`src/rtl/sbdma_pkg.sv`:
```
package sbdma_pkg;

  typedef enum logic [2:0] {
    ST_IDLE,
    ST_TX_RD,
    ST_TX_WAIT,
    ST_RX_RD,
    ST_COMMIT
  } xfer_state_t;

  localparam logic [1:0] RA_PADDR = 2'd0;
  localparam logic [1:0] RA_MADDR = 2'd1;
  localparam logic [1:0] RA_COUNT = 2'd2;
  localparam logic [1:0] RA_CTRL  = 2'd3;

  localparam int CB_EN   = 0;
  localparam int CB_DIR  = 1;
  localparam int CB_IEN  = 2;
  localparam int CB_DONE = 3;

endpackage

```
`src/rtl/sbdma_regs.sv`:
```
module sbdma_regs
  import sbdma_pkg::*;
#(
  parameter int AW = 16,
  parameter int CW = 16,
  parameter int RW = 16
) (
  input  logic          clk,
  input  logic          rst,
  input  logic          cfg_wr,
  input  logic [1:0]    cfg_addr,
  input  logic [RW-1:0] cfg_wdata,
  output logic [RW-1:0] cfg_rdata,
  input  logic          step,
  input  logic          done_set,
  output logic [AW-1:0] paddr,
  output logic [AW-1:0] maddr,
  output logic [CW-1:0] count,
  output logic          chan_en,
  output logic          dir,
  output logic          irq_en,
  output logic          prog_ge2,
  output logic          done,
  output logic          irq
);

  localparam logic [CW-1:0] CNT_ONE = CW'(1);
  localparam logic [CW-1:0] CNT_TWO = CW'(2);

  logic wr_paddr, wr_maddr, wr_count, wr_ctrl;
  logic done_n, ien_n;

  assign wr_paddr = cfg_wr && (cfg_addr == RA_PADDR);
  assign wr_maddr = cfg_wr && (cfg_addr == RA_MADDR);
  assign wr_count = cfg_wr && (cfg_addr == RA_COUNT);
  assign wr_ctrl  = cfg_wr && (cfg_addr == RA_CTRL);

  // completion set has priority over a software clear in the same cycle
  assign done_n = done_set | (done & ~(wr_ctrl | wr_count));
  assign ien_n  = wr_ctrl ? cfg_wdata[CB_IEN] : irq_en;

  always_ff @(posedge clk) begin
    if (rst) begin
      paddr    <= '0;
      maddr    <= '0;
      count    <= '0;
      chan_en  <= 1'b0;
      dir      <= 1'b0;
      irq_en   <= 1'b0;
      prog_ge2 <= 1'b0;
      done     <= 1'b0;
      irq      <= 1'b0;
    end else begin
      if (wr_paddr) paddr <= cfg_wdata[AW-1:0];

      if (wr_maddr)  maddr <= cfg_wdata[AW-1:0];
      else if (step) maddr <= maddr + AW'(1);

      if (wr_count) begin
        count    <= cfg_wdata[CW-1:0];
        prog_ge2 <= (cfg_wdata[CW-1:0] >= CNT_TWO);
      end else if (step) begin
        count <= count - CNT_ONE;
      end

      if (wr_ctrl) begin
        chan_en <= cfg_wdata[CB_EN];
        dir     <= cfg_wdata[CB_DIR];
        irq_en  <= cfg_wdata[CB_IEN];
      end

      done <= done_n;
      irq  <= done_n & ien_n;
    end
  end

  always_ff @(posedge clk) begin
    if (rst) begin
      cfg_rdata <= '0;
    end else begin
      case (cfg_addr)
        RA_PADDR: cfg_rdata <= RW'(paddr);
        RA_MADDR: cfg_rdata <= RW'(maddr);
        RA_COUNT: cfg_rdata <= RW'(count);
        default:  cfg_rdata <= RW'({done, irq_en, dir, chan_en});
      endcase
    end
  end

endmodule

```
`src/rtl/sbdma_req.sv`:
```
module sbdma_req #(
  parameter int CW = 16
) (
  input  logic          clk,
  input  logic          rst,
  input  logic          chan_en,
  input  logic          dma_en,
  input  logic          dir,
  input  logic          txe,
  input  logic          rxne,
  input  logic [CW-1:0] count,
  input  logic          busy,
  input  logic          buf_irq_en,
  output logic          req,
  output logic          buf_irq_out
);

  logic flag_sel;

  assign flag_sel = dir ? txe : rxne;
  assign req      = chan_en & dma_en & (count != '0) & ~busy & flag_sel;

  always_ff @(posedge clk) begin
    if (rst) buf_irq_out <= 1'b0;
    else     buf_irq_out <= buf_irq_en & ~dma_en;
  end

endmodule

```
`src/rtl/sbdma_engine.sv`:
```
module sbdma_engine
  import sbdma_pkg::*;
#(
  parameter int AW = 16,
  parameter int CW = 16,
  parameter int DW = 8
) (
  input  logic          clk,
  input  logic          rst,
  input  logic          req,
  input  logic          dir,
  input  logic [AW-1:0] maddr,
  input  logic [CW-1:0] count,
  input  logic          eod_en,
  input  logic          prog_ge2,
  input  logic [DW-1:0] mem_rdata,
  input  logic [DW-1:0] dr_rdata,
  output logic [AW-1:0] mem_addr,
  output logic          mem_re,
  output logic          mem_we,
  output logic [DW-1:0] mem_wdata,
  output logic          dr_wr,
  output logic          dr_rd,
  output logic [DW-1:0] dr_wdata,
  output logic          step,
  output logic          done_set,
  output logic          busy,
  output logic          xfer_dir,
  output logic          auto_nack
);

  xfer_state_t state;
  logic        last;

  assign step     = (state == ST_COMMIT);
  assign last     = (count == CW'(1));
  assign done_set = step & last;
  assign busy     = (state != ST_IDLE);

  always_ff @(posedge clk) begin
    if (rst) begin
      state     <= ST_IDLE;
      mem_addr  <= '0;
      mem_re    <= 1'b0;
      mem_we    <= 1'b0;
      mem_wdata <= '0;
      dr_wr     <= 1'b0;
      dr_rd     <= 1'b0;
      dr_wdata  <= '0;
      xfer_dir  <= 1'b0;
      auto_nack <= 1'b0;
    end else begin
      mem_re    <= 1'b0;
      mem_we    <= 1'b0;
      dr_wr     <= 1'b0;
      dr_rd     <= 1'b0;
      auto_nack <= 1'b0;
      case (state)
        ST_IDLE: begin
          if (req) begin
            xfer_dir <= dir;
            mem_addr <= maddr;
            if (dir) begin
              mem_re <= 1'b1;
              state  <= ST_TX_RD;
            end else begin
              dr_rd <= 1'b1;
              state <= ST_RX_RD;
            end
          end
        end
        ST_TX_RD:   state <= ST_TX_WAIT;
        ST_TX_WAIT: begin
          dr_wdata <= mem_rdata;
          dr_wr    <= 1'b1;
          state    <= ST_COMMIT;
        end
        ST_RX_RD: begin
          mem_wdata <= dr_rdata;
          mem_we    <= 1'b1;
          state     <= ST_COMMIT;
        end
        ST_COMMIT: begin
          auto_nack <= last & ~xfer_dir & eod_en & prog_ge2;
          state     <= ST_IDLE;
        end
        default: state <= ST_IDLE;
      endcase
    end
  end

endmodule

```
`src/rtl/sbus_dma_chan.sv`:
```
module sbus_dma_chan #(
  parameter int AW = 16,
  parameter int CW = 16,
  parameter int DW = 8,
  parameter int RW = 16
) (
  input  logic          clk,
  input  logic          rst,
  input  logic          cfg_wr,
  input  logic [1:0]    cfg_addr,
  input  logic [RW-1:0] cfg_wdata,
  output logic [RW-1:0] cfg_rdata,
  input  logic          dma_en,
  input  logic          eod_en,
  input  logic          txe,
  input  logic          rxne,
  input  logic          buf_irq_en,
  output logic          buf_irq_out,
  output logic [AW-1:0] per_addr,
  output logic          dr_wr,
  output logic [DW-1:0] dr_wdata,
  output logic          dr_rd,
  input  logic [DW-1:0] dr_rdata,
  output logic [AW-1:0] mem_addr,
  output logic          mem_re,
  input  logic [DW-1:0] mem_rdata,
  output logic          mem_we,
  output logic [DW-1:0] mem_wdata,
  output logic [CW-1:0] remain_cnt,
  output logic          irq,
  output logic          auto_nack
);

  logic [AW-1:0] maddr;
  logic [CW-1:0] count;
  logic chan_en, dir, irq_en, prog_ge2, done;
  logic step, done_set, busy, req, xfer_dir;

  sbdma_regs #(.AW(AW), .CW(CW), .RW(RW)) u_regs (
    .clk(clk), .rst(rst),
    .cfg_wr(cfg_wr), .cfg_addr(cfg_addr), .cfg_wdata(cfg_wdata),
    .cfg_rdata(cfg_rdata),
    .step(step), .done_set(done_set),
    .paddr(per_addr), .maddr(maddr), .count(count),
    .chan_en(chan_en), .dir(dir), .irq_en(irq_en),
    .prog_ge2(prog_ge2), .done(done), .irq(irq)
  );

  sbdma_req #(.CW(CW)) u_req (
    .clk(clk), .rst(rst),
    .chan_en(chan_en), .dma_en(dma_en), .dir(dir),
    .txe(txe), .rxne(rxne), .count(count), .busy(busy),
    .buf_irq_en(buf_irq_en), .req(req), .buf_irq_out(buf_irq_out)
  );

  sbdma_engine #(.AW(AW), .CW(CW), .DW(DW)) u_eng (
    .clk(clk), .rst(rst),
    .req(req), .dir(dir), .maddr(maddr), .count(count),
    .eod_en(eod_en), .prog_ge2(prog_ge2),
    .mem_rdata(mem_rdata), .dr_rdata(dr_rdata),
    .mem_addr(mem_addr), .mem_re(mem_re), .mem_we(mem_we),
    .mem_wdata(mem_wdata), .dr_wr(dr_wr), .dr_rd(dr_rd),
    .dr_wdata(dr_wdata), .step(step), .done_set(done_set),
    .busy(busy), .xfer_dir(xfer_dir), .auto_nack(auto_nack)
  );

  assign remain_cnt = count;

endmodule

```
`config.mk`:
```
export PLATFORM = sky130hd
export DESIGN_NAME = sbus_dma_chan
export DESIGN_NICKNAME = d
export VERILOG_FILES = /design/src/rtl/sbdma_pkg.sv /design/src/rtl/sbdma_regs.sv /design/src/rtl/sbdma_req.sv /design/src/rtl/sbdma_engine.sv /design/src/rtl/sbus_dma_chan.sv
export SDC_FILE = /design/constraint.sdc
export NUM_CORES = 1
export LEC_CHECK = 0
export ABC_AREA = 1
export BUFFER_PORTS_ARGS = -buffer_cell sky130_fd_sc_hd__buf_2
export CORE_MARGIN = 1
export CORE_UTILIZATION = 55
export DETAILED_ROUTE_END_ITERATION = 16
export PLACE_DENSITY = 0.82
export SETUP_SLACK_MARGIN = 0.02
export SLEW_MARGIN = 0
export SYNTH_ARGS = -nofsm -noshare
export SYNTH_HDL_FRONTEND = slang
export SYNTH_SLANG_ARGS = --single-unit
export TNS_END_PERCENT = 5
```
`constraint.sdc`:
```
create_clock -name clk -period 5.4 [get_ports clk]
set_clock_uncertainty 0.2 [all_clocks]
set_input_delay 1.08 -clock clk [delete_from_list [all_inputs] [get_ports clk]]
set_output_delay 1.08 -clock clk [all_outputs]
set_load 0.005 [all_outputs]
```
# Word-level counts from Yosys, hierarchy flattened
# Index checks and enable logic that the tools add are counted.
dict set report word_totals {
  out_inout_bits 87
  ff_bits 112
  wordCells 81
}
dict set report classes {
  n_addsub 2
  muxes 14
  bitwise 20
  eq_ne 9
  n_reduce_logical 14
  order_cmp 1
}
# cell n
set ops {}
lappend ops {{$mux 16} 4}
lappend ops {{$pmux 16 s3} 1}
lappend ops {{$add 16x1->16 const B} 1}
lappend ops {{$eq 16x1->1 const B} 1}
lappend ops {{$ge 16x2->1 const B} 1}
lappend ops {{$reduce_bool 16->1} 1}
lappend ops {{$sub 16x1->16 const B} 1}
lappend ops {{$and 1x1->1} 11}
lappend ops {{$pmux 3 s3} 1}
lappend ops {{$not 1->1} 7}
lappend ops {{$eq 3x2->1 const B} 2}
lappend ops {{$mux 1} 6}
lappend ops {{$eq 2x2->1 const B} 2}
lappend ops {{$logic_and 1x1->1} 4}
lappend ops {{$reduce_bool 2->1} 2}
lappend ops {{$reduce_or 2->1} 2}
lappend ops {{$eq 3x1->1 const B} 1}
lappend ops {{$eq 3x3->1 const B} 1}
lappend ops {{$logic_not 3->1} 1}
lappend ops {{$mux 3} 1}
lappend ops {{$reduce_bool 3->1} 1}
lappend ops {{$reduce_or 3->1} 1}
lappend ops {{$eq 2x1->1 const B} 1}
lappend ops {{$logic_not 2->1} 1}
lappend ops {{other kinds (4)} 5}

# Logic depth before layout (Yosys ltp)
# Gate-level depths: netlist of run 1.
dict set report depth {
  depth_word 7
  ltp_mapped 11
  depth_no_buf 10
}

# Cells and area by module
# From an unflattened synthesis of run 1, not the netlist that was laid out.
dict set report hier_totals {
  hier_cells 808
  area_unflattened_um2 5420.2
}
# module area_per_inst_um2 seq_area_each_um2 instances cells_each
set by_module_without_submodules {}
lappend by_module_without_submodules {sbdma_regs 3562.2 1401.3 1 531}
lappend by_module_without_submodules {sbdma_engine 1746.7 820.8 1 254}
lappend by_module_without_submodules {sbdma_req 111.4 20.0 1 23}

# Worst setup path after synthesis of run 1
# Ideal clock, no wire load.
dict set report synth_timing {
  path_type {input-to-reg}
  start {in dma_en}
  end {reg u_eng.mem_addr[10]}
  arrival_time_ns 2.039
  path_buffers 1
  setup_slack_ns 3.050
  path_stages 6
  cell_sequence {nand2_1 -> nor4_4 -> buf_2 -> nand3_1 -> nand2_1 -> nor2_2}
}
dict set report synth_via {
  elab_chain_len 5
}
# item line_no
set synth_rtl {}
lappend synth_rtl {{from (decl)} sbus_dma_chan.sv:13} ;# input logic dma_en,
lappend synth_rtl {{$and 1x1->1 (4 in a row)} sbdma_req.sv:21} ;# assign req = chan_en & dma_en & (count != '0) & ~busy & flag_sel;
lappend synth_rtl {{$reduce_and 2->1 (no source line)} -}
lappend synth_rtl {{to (signal assigned)} sbdma_engine.sv:62} ;# mem_addr <= maddr;
lappend synth_rtl {{to (decl)} sbdma_engine.sv:18} ;# output logic [AW-1:0] mem_addr,
# No other way between the ends.
# A chain may end at the register's enable or synchronous reset.

# Worst setup path in the final report of run 1
dict set report layout_timing {
  start {in cfg_addr[0]}
  end {reg u_regs.paddr[10]}
}
dict set report layout_via {
  elab_chain_len 2
}
# item line_no
set layout_rtl {}
lappend layout_rtl {{from (decl)} sbus_dma_chan.sv:10} ;# input logic [1:0] cfg_addr,
lappend layout_rtl {{$logic_not 2->1} sbdma_regs.sv:33} ;# assign wr_paddr = cfg_wr && (cfg_addr == RA_PADDR);
lappend layout_rtl {{$logic_and 1x1->1} sbdma_regs.sv:33}
lappend layout_rtl {{to (signal assigned)} sbdma_regs.sv:54} ;# if (wr_paddr) paddr <= cfg_wdata[AW-1:0];
lappend layout_rtl {{to (decl)} sbdma_regs.sv:16} ;# output logic [AW-1:0] paddr,
# No other way between the ends.

==> results.json, run 1 <==
{
  "status": "finished, final reports clean",
  "finalHoldViolCount": 0,
  "htreeDepth": 3,
  "synth_cell_types": 33,
  "dp_slack_ns": 2.14,
  "crit_required_ns": 5.47,
  "placement.io_buffers": 128,
  "drive_gt1_frac": 0.213,
  "critical-path-top-delay-family": "simple AND/OR/NAND/NOR gates",
  "syn_nets": 780,
  "synth_enable_flop_cells": 0,
  "fin_crit_ns": 2.94,
  "initial_utilization": 0.578,
  "tightest_slew_ns": 0.846,
  "pin_count": 129,
  "num-nets-final": 895,
  "grt_pass1_wl_mm": 23.8,
  "min_from": "u_eng.dr_wdata[5]",
  "slew_viol_final": 0,
  "async_reset_ff_frac": 0,
  "grt_overflow": 0,
  "via_per_inst": 5.57,
  "r2r-start": "u_eng.state[0]",
  "peakVddDrop_mv": 0.159,
  "core_um2": 8890,
  "ys_ff_latch": 112,
  "whs_path_depth": 2,
  "synth_area_um2": 5140,
  "ys_seq_area_frac": 0.436,
  "finalCritPeriodShare": 0.544,
  "drc": 0,
  "max_stage_delay_ns": 0.67,
  "dp_hpwl_mm": 11.0,
  "wl_per_cell_um": 15.2,
  "path_max_fanout": 27,
  "hold_ws_ns": 0.257,
  "cellPowerDensity_nw_per_um2": 267,
  "fmax_ghz": 0.341,
  "fin_cells": 962,
  "num_vias": 5363,
  "path_buf_inv": 3,
  "fp-row-count": 34,
  "clock_latency_ns": 0.38,
  "post_cts_buffers": 0,
  "n_fill_cell": 810,
  "cts_tree": "done",
  "path_cells": "buf_2, nor2_2, inv_1, nor2_2, inv_1, nor2_1, nor2_1",
  "diodes": 0,
  "cp.arrival_ns": 3.00,
  "post_dp_cell_area_um2": 5820,
  "cpMaxStageDelayCell": "nor2_2",
  "grt_pass1_vias": 4894,
  "syn_to_final_growth_pct": 16.6,
  "crit_type": "in -> reg",
  "slew_headroom": 0.432,
  "postSynthCellCount": 735,
  "cts_hold_buf": 0,
  "fp.dieH_um": 98.7,
  "r2r_end": "u_regs.count[7]",
  "drt_iter0_markers": 380,
  "route.final.wire_length_mm": 14.6,
  "dr.pass1.iters": 6,
  "grtUsageTotal": 0.308,
  "cts_buffers": 9,
  "cp-start-kind": "input port",
  "design_area_um2": 5990,
  "cts_num_sinks": 112,
  "end_kind": "flip-flop",
  "fin_setup_tns_ns": 0,
  "grt_max_degree": 77,
  "leakage_nw": 2.96,
  "rsz0062_at_grt": "no",
  "syn_avg_cell_area_um2": 7.00,
  "min_to": "u_eng.dr_wdata[5]",
  "antenna_found_initial": 0,
  "clkTransAtPathRegs_ns": 0.11,
  "maxCapViolations": 0,
  "cts_resized": 0,
  "dp_cells": 947,
  "reg2reg_depth": 5,
  "clock-root-buffer": "clkbuf_8",
  "place.gp.congestion": 1.01,
  "die-area_um2": 9740,
  "setup_viol": 0,
  "ff2ff_setup_slack_ns": 3.28,
  "hold_class": "reg -> reg",
  "path_depth": 7,
  "setup_ws_ns": 2.46,
  "cts_buffer_depth": 2,
  "die_x_um": 98.7,
  "ys_warn_count": 0,
  "drtAntennaViolNets": 0,
  "ys.flop_type": "dfxtp_1"
}
==> power breakdown <==
group          total, mW  leakage [nW]  switching [mW]  internal, mW
Clock              0.475        0.0935           0.291         0.184
Sequential         0.882         0.909          0.0251         0.856
Combinational      0.246          1.96           0.164        0.0817
==> logic make-up (layout without fill, tap and decap cells) <==
logic type | count (synthesis) | after routing | synth area share
flip-flops | 112 | 112 | 0.436
buffers and inverters | 125 | 244 | 0.0946
AO/OA/AOI/OAI | 138 | 138 | 0.153
adder cells (fa/ha/maj) | 3 | 3 | 0.00730
XOR/XNOR | 7 | 7 | 0.0119
AND/OR/NAND/NOR | 350 | 350 | 0.297
==> cell usage in the layout, fill, tap and decap left out, types with 10 or more instances in the layout <==
cell type    n
inv_1       95
nand2_1    150
nand3_1     48
o22ai_1     14
o21ai_0     51
a21oi_1     45
clkbuf_8    10
o221ai_1    14
buf_2      128
dfxtp_1    112
nor2_2      27
nor2_1      98
==> worst reg2reg max path: cells and delay by family (launching register included) <==
family,cells,cell delay (ns)
simple gates,3,1.12
flops,1,0.36
compound gates,2,0.38
==> worst max-delay path by stage <==
stage / slack, ns / endpoint / start
2_1_floorplan: 3.05 / u_eng.mem_addr[10] / dma_en
3_3_place_gp: 2.27 / u_regs.paddr[10] / cfg_addr[0]
3_5_place_dp: 2.14 / u_regs.paddr[0] / cfg_addr[0]
4_1_cts: 2.54 / u_regs.paddr[3] / cfg_addr[0]
5_1_grt: 2.21 / u_regs.paddr[10] / cfg_addr[0]
6_report: 2.46 / u_regs.paddr[10] / cfg_addr[0]
==> cell type report <==
class	count	area, um2	area share
well taps	108	135	0.0225
clock buffers	10	138	0.0230
inverters	100	378	0.0630
repair buffers	129	648	0.108
flip-flops and latches	112	2240	0.374
clock inverters	5	40.0	0.00668
multi-input cells	498	2410	0.403
==> cell usage after synthesis, types with 2 or more instances <==
master / count / share of area
a21oi_1: 45 / 0.044
a31oi_1: 9 / 0.011
buf_2: 6 / 0.0058
clkbuf_1: 18 / 0.013
dfxtp_1: 112 / 0.44
ha_1: 3 / 0.0073
inv_1: 96 / 0.070
inv_2: 2 / 0.0015
nand2_1: 150 / 0.11
nand2_2: 4 / 0.0049
nand3_1: 48 / 0.047
nand4_1: 7 / 0.0085
nor2_1: 98 / 0.072
nor2_2: 27 / 0.033
nor3_1: 9 / 0.0088
nor4_1: 2 / 0.0024
o211ai_1: 2 / 0.0029
o21ai_0: 51 / 0.050
o221ai_1: 14 / 0.024
o22ai_1: 14 / 0.017
xor2_1: 6 / 0.010
==> sequential cells by signal, summed over array words and instances (netlist names), 3 cells and up <==
name              count
u_regs.paddr         16
u_regs.maddr         16
u_regs.cfg_rdata     16
u_eng.mem_wdata       8
u_eng.state           3
u_eng.mem_addr       16
u_regs.count         16
u_eng.dr_wdata        8
==> routing by layer <==
| layer | vias up | part of all wire | global-route usage |
|---|---|---|---|
| met3 | 36 | 0.090 | 0.0553 |
| met5 | - | 0 | 0 |
| li1 | 2607 | - | - |
| met4 | 0 | 0.024 | 0.109 |
| met2 | 271 | 0.46 | 0.497 |
| met1 | 2449 | 0.43 | 0.415 |
==> metrics by stage <==
stage | power, mW | utilization
2_1_floorplan | 1.05 | -
3_3_place_gp | 1.13 | 0.654
3_5_place_dp | 1.14 | 0.654
4_1_cts | 1.60 | 0.674
5_1_grt | 1.67 | 0.674
6_report | 1.60 | 0.674
Note: power is estimated with default switching activity, not from simulation.
==> inputs of run 2 (changes only) <==
Settings changed: ABC_AREA 1 to 0, CORE_UTILIZATION 55 to 48, PLACE_DENSITY 0.82 to 0.77.
Clock period 5.4 ns to 2.6 ns, I/O delays scaled along.
==> results.json, run 2 <==
{
  "rsz0062_at_grt": "no",
  "async_reset_ff_frac": 0,
  "p_sw_mw": 0.824,
  "grt_overflow": 0,
  "drive_gt1_frac": 0.253,
  "synth_enable_flop_cells": 0,
  "multi_input_area_um2": 2520,
  "path_max_fanout": 8,
  "via_per_inst": 5.56,
  "hold_class": "in -> reg",
  "drt_iter0_markers": 362,
  "fin_setup_tns_ns": 0,
  "ys.flop_type": "dfxtp_1",
  "layout_commonest_cell": "buf_2",
  "cp.arrival_ns": 2.43,
  "ys_seq_area_frac": 0.456,
  "synth-xor-area-share": 0.0392,
  "leakage_nw": 2.53,
  "ys_warn_count": 0,
  "pwr-share-seq": 0.568,
  "synth_cell_types": 46,
  "maxCapViolations": 0,
  "cp-start-kind": "flip-flop",
  "synthMuxAreaShare": 0.0857,
  "synth_top_area_frac": 0.456,
  "synth_common_cells": "dfxtp_1, nor2_1, nand2_1",
  "cts_buffer_depth": 2,
  "postSynthCellCount": 562,
  "fin_cells": 817,
  "slew_headroom": 0.590,
  "tightest_slew_ns": 0.615,
  "post_cts_buffers": 0,
  "finalCritPeriodShare": 0.896,
  "setup_viol": 0,
  "drc": 0,
  "dp_hpwl_mm": 9.89,
  "num-nets-final": 725,
  "drtAntennaViolNets": 0,
  "fin_crit_ns": 2.33,
  "cts_num_sinks": 112,
  "ff_latch_area_um2": 2240,
  "diodes": 0,
  "route.final.wire_length_mm": 13.5,
  "cellPowerDensity_nw_per_um2": 542,
  "syn_nets": 607,
  "status": "finished, final reports clean",
  "synth_compound_area_frac": 0.129,
  "synthSimpleGateAreaFrac": 0.250,
  "ys_ff_latch": 112,
  "synth_top_family_by_area": "simple AND/OR/NAND/NOR gates",
  "antenna_found_initial": 0,
  "grtUsageTotal": 0.265,
  "wl_per_cell_um": 16.5,
  "cts_hold_buf": 0,
  "power_switching_share": 0.258,
  "cpMaxStageDelayCell": "or4_4",
  "cts_buffers": 9,
  "synthAdderAreaFrac": 0.00763,
  "syn_to_final_growth_pct": 19.9,
  "grt_pass1_vias": 4236,
  "clock-root-buffer": "clkbuf_8",
  "mostFrequentLayoutCells": "buf_2, dfxtp_1, nor2_1",
  "core_um2": 9860,
  "grt_pass1_wl_mm": 21.6,
  "placement.io_buffers": 128,
  "pwr-share-clk": 0.322,
  "dr.pass1.iters": 5,
  "peakVddDrop_mv": 0.338,
  "cts_tree": "done",
  "yosys.area.top_type": "dfxtp_1",
  "htreeDepth": 3,
  "fp-row-count": 36,
  "pin_count": 129,
  "num_vias": 4546,
  "crit_required_ns": 2.70,
  "synthTopCellsByArea": "dfxtp_1, mux2i_1, nor2_1",
  "dp_cells": 802,
  "end_kind": "flip-flop",
  "slew_viol_final": 0,
  "grt_max_degree": 64,
  "clkTransAtPathRegs_ns": 0.10,
  "synth_area_um2": 4920,
  "ff2ff_setup_slack_ns": 0.27,
  "comb_power_share": 0.110,
  "crit_type": "reg -> reg",
  "setup_ws_ns": 0.270,
  "n_fill_cell": 903,
  "path_cells": "or4_4, or3_1, or4_1, a311oi_1",
  "clock_latency_ns": 0.38,
  "finalHoldViolCount": 0,
  "fmax_ghz": 0.429,
  "die-area_um2": 10700,
  "die_x_um": 103,
  "dp_slack_ns": 0.299,
  "fp.dieH_um": 103,
  "synth_most_common_cell": "dfxtp_1",
  "max_stage_delay_ns": 0.60,
  "cts_resized": 0,
  "p_int_mw": 2.37,
  "place.gp.congestion": 0.899,
  "syn_avg_cell_area_um2": 8.75,
  "initial_utilization": 0.499
}
==> run 2: changes by cell type in the layout (fill, tap and decap cells not counted), sizes merged, moves of 17 or more <==
cell and delta:
nand2b +17, nand3 -40, mux2i +32, inv -97
a211oi +23, nor2b +23, nand2 -114, nor2 -41
==> run 2: cells by family (layout without fill, tap and decap cells) <==
group           after synthesis  count (layout)
compound gates              106             106
xor+xnor                     22              22
fa+ha+maj                     3               3
buf+inv                      42             164
flops                       112             112
mux                          37              37
simple gates                240             240
==> run 2: per-stage QoR <==
stage          hold slack (ns)  utilization  total power, mW  instance area (um2)
5_1_grt                  0.122        0.598             3.33                 5900
3_3_place_gp             0.258        0.579             2.19                 5710
2_1_floorplan            0.231            -             2.05                 4920
3_5_place_dp             0.267        0.579             2.20                 5710
6_report                 0.123        0.598             3.20                 5900
4_1_cts                  0.109        0.598             3.21                 5900
==> run 2: final cells by class <==
cell class,count,share of cell area
inverters,4,0.00255
clock inverters,3,0.00721
repair buffers,145,0.131
clock buffers,12,0.0246
flip-flops and latches,112,0.380
multi-input cells,408,0.427
well taps,133,0.0282
==> run 2: path summary, 6_finish.rpt <==
| kind | from | to | cells after the start |
|---|---|---|---|
| worst max-delay path | u_regs.count[5] | u_regs.count[14] | 4 |
| worst min-delay path | dma_en | u_req.buf_irq_out | 2 |
| worst max register to register | u_regs.count[5] | u_regs.count[14] | 4 |
| worst min register to register | u_regs.paddr[0] | u_regs.paddr[0] | 2 |
==> run 2: power groups by stage <==
| stage | Sequential (mW) | Combinational [mW] | Clock (mW) |
|---|---|---|---|
| floorplan | 1.84 | 0.204 | 0 |
| global placement | 1.85 | 0.339 | 0 |
| detailed placement | 1.86 | 0.345 | 0 |
| CTS | 1.82 | 0.347 | 1.04 |
| global route | 1.83 | 0.382 | 1.12 |
| finish | 1.82 | 0.351 | 1.03 |
==> run 2: critical path, delay by kind of cell, from the launching register on <==
kind | cells | cell delay (ns)
and+or+nand+nor | 3 | 1.40
DFF | 1 | 0.40
AOI/OAI and AO/OA | 1 | 0.25
==> run 2: routing by layer <==
layer | share of wire | track usage | vias up
li1 | - | - | 2195
met1 | 0.44 | 0.377 | 2144
met2 | 0.47 | 0.403 | 186
met3 | 0.073 | 0.0504 | 21
met4 | 0.017 | 0.0910 | 0
met5 | 0 | 0 | -
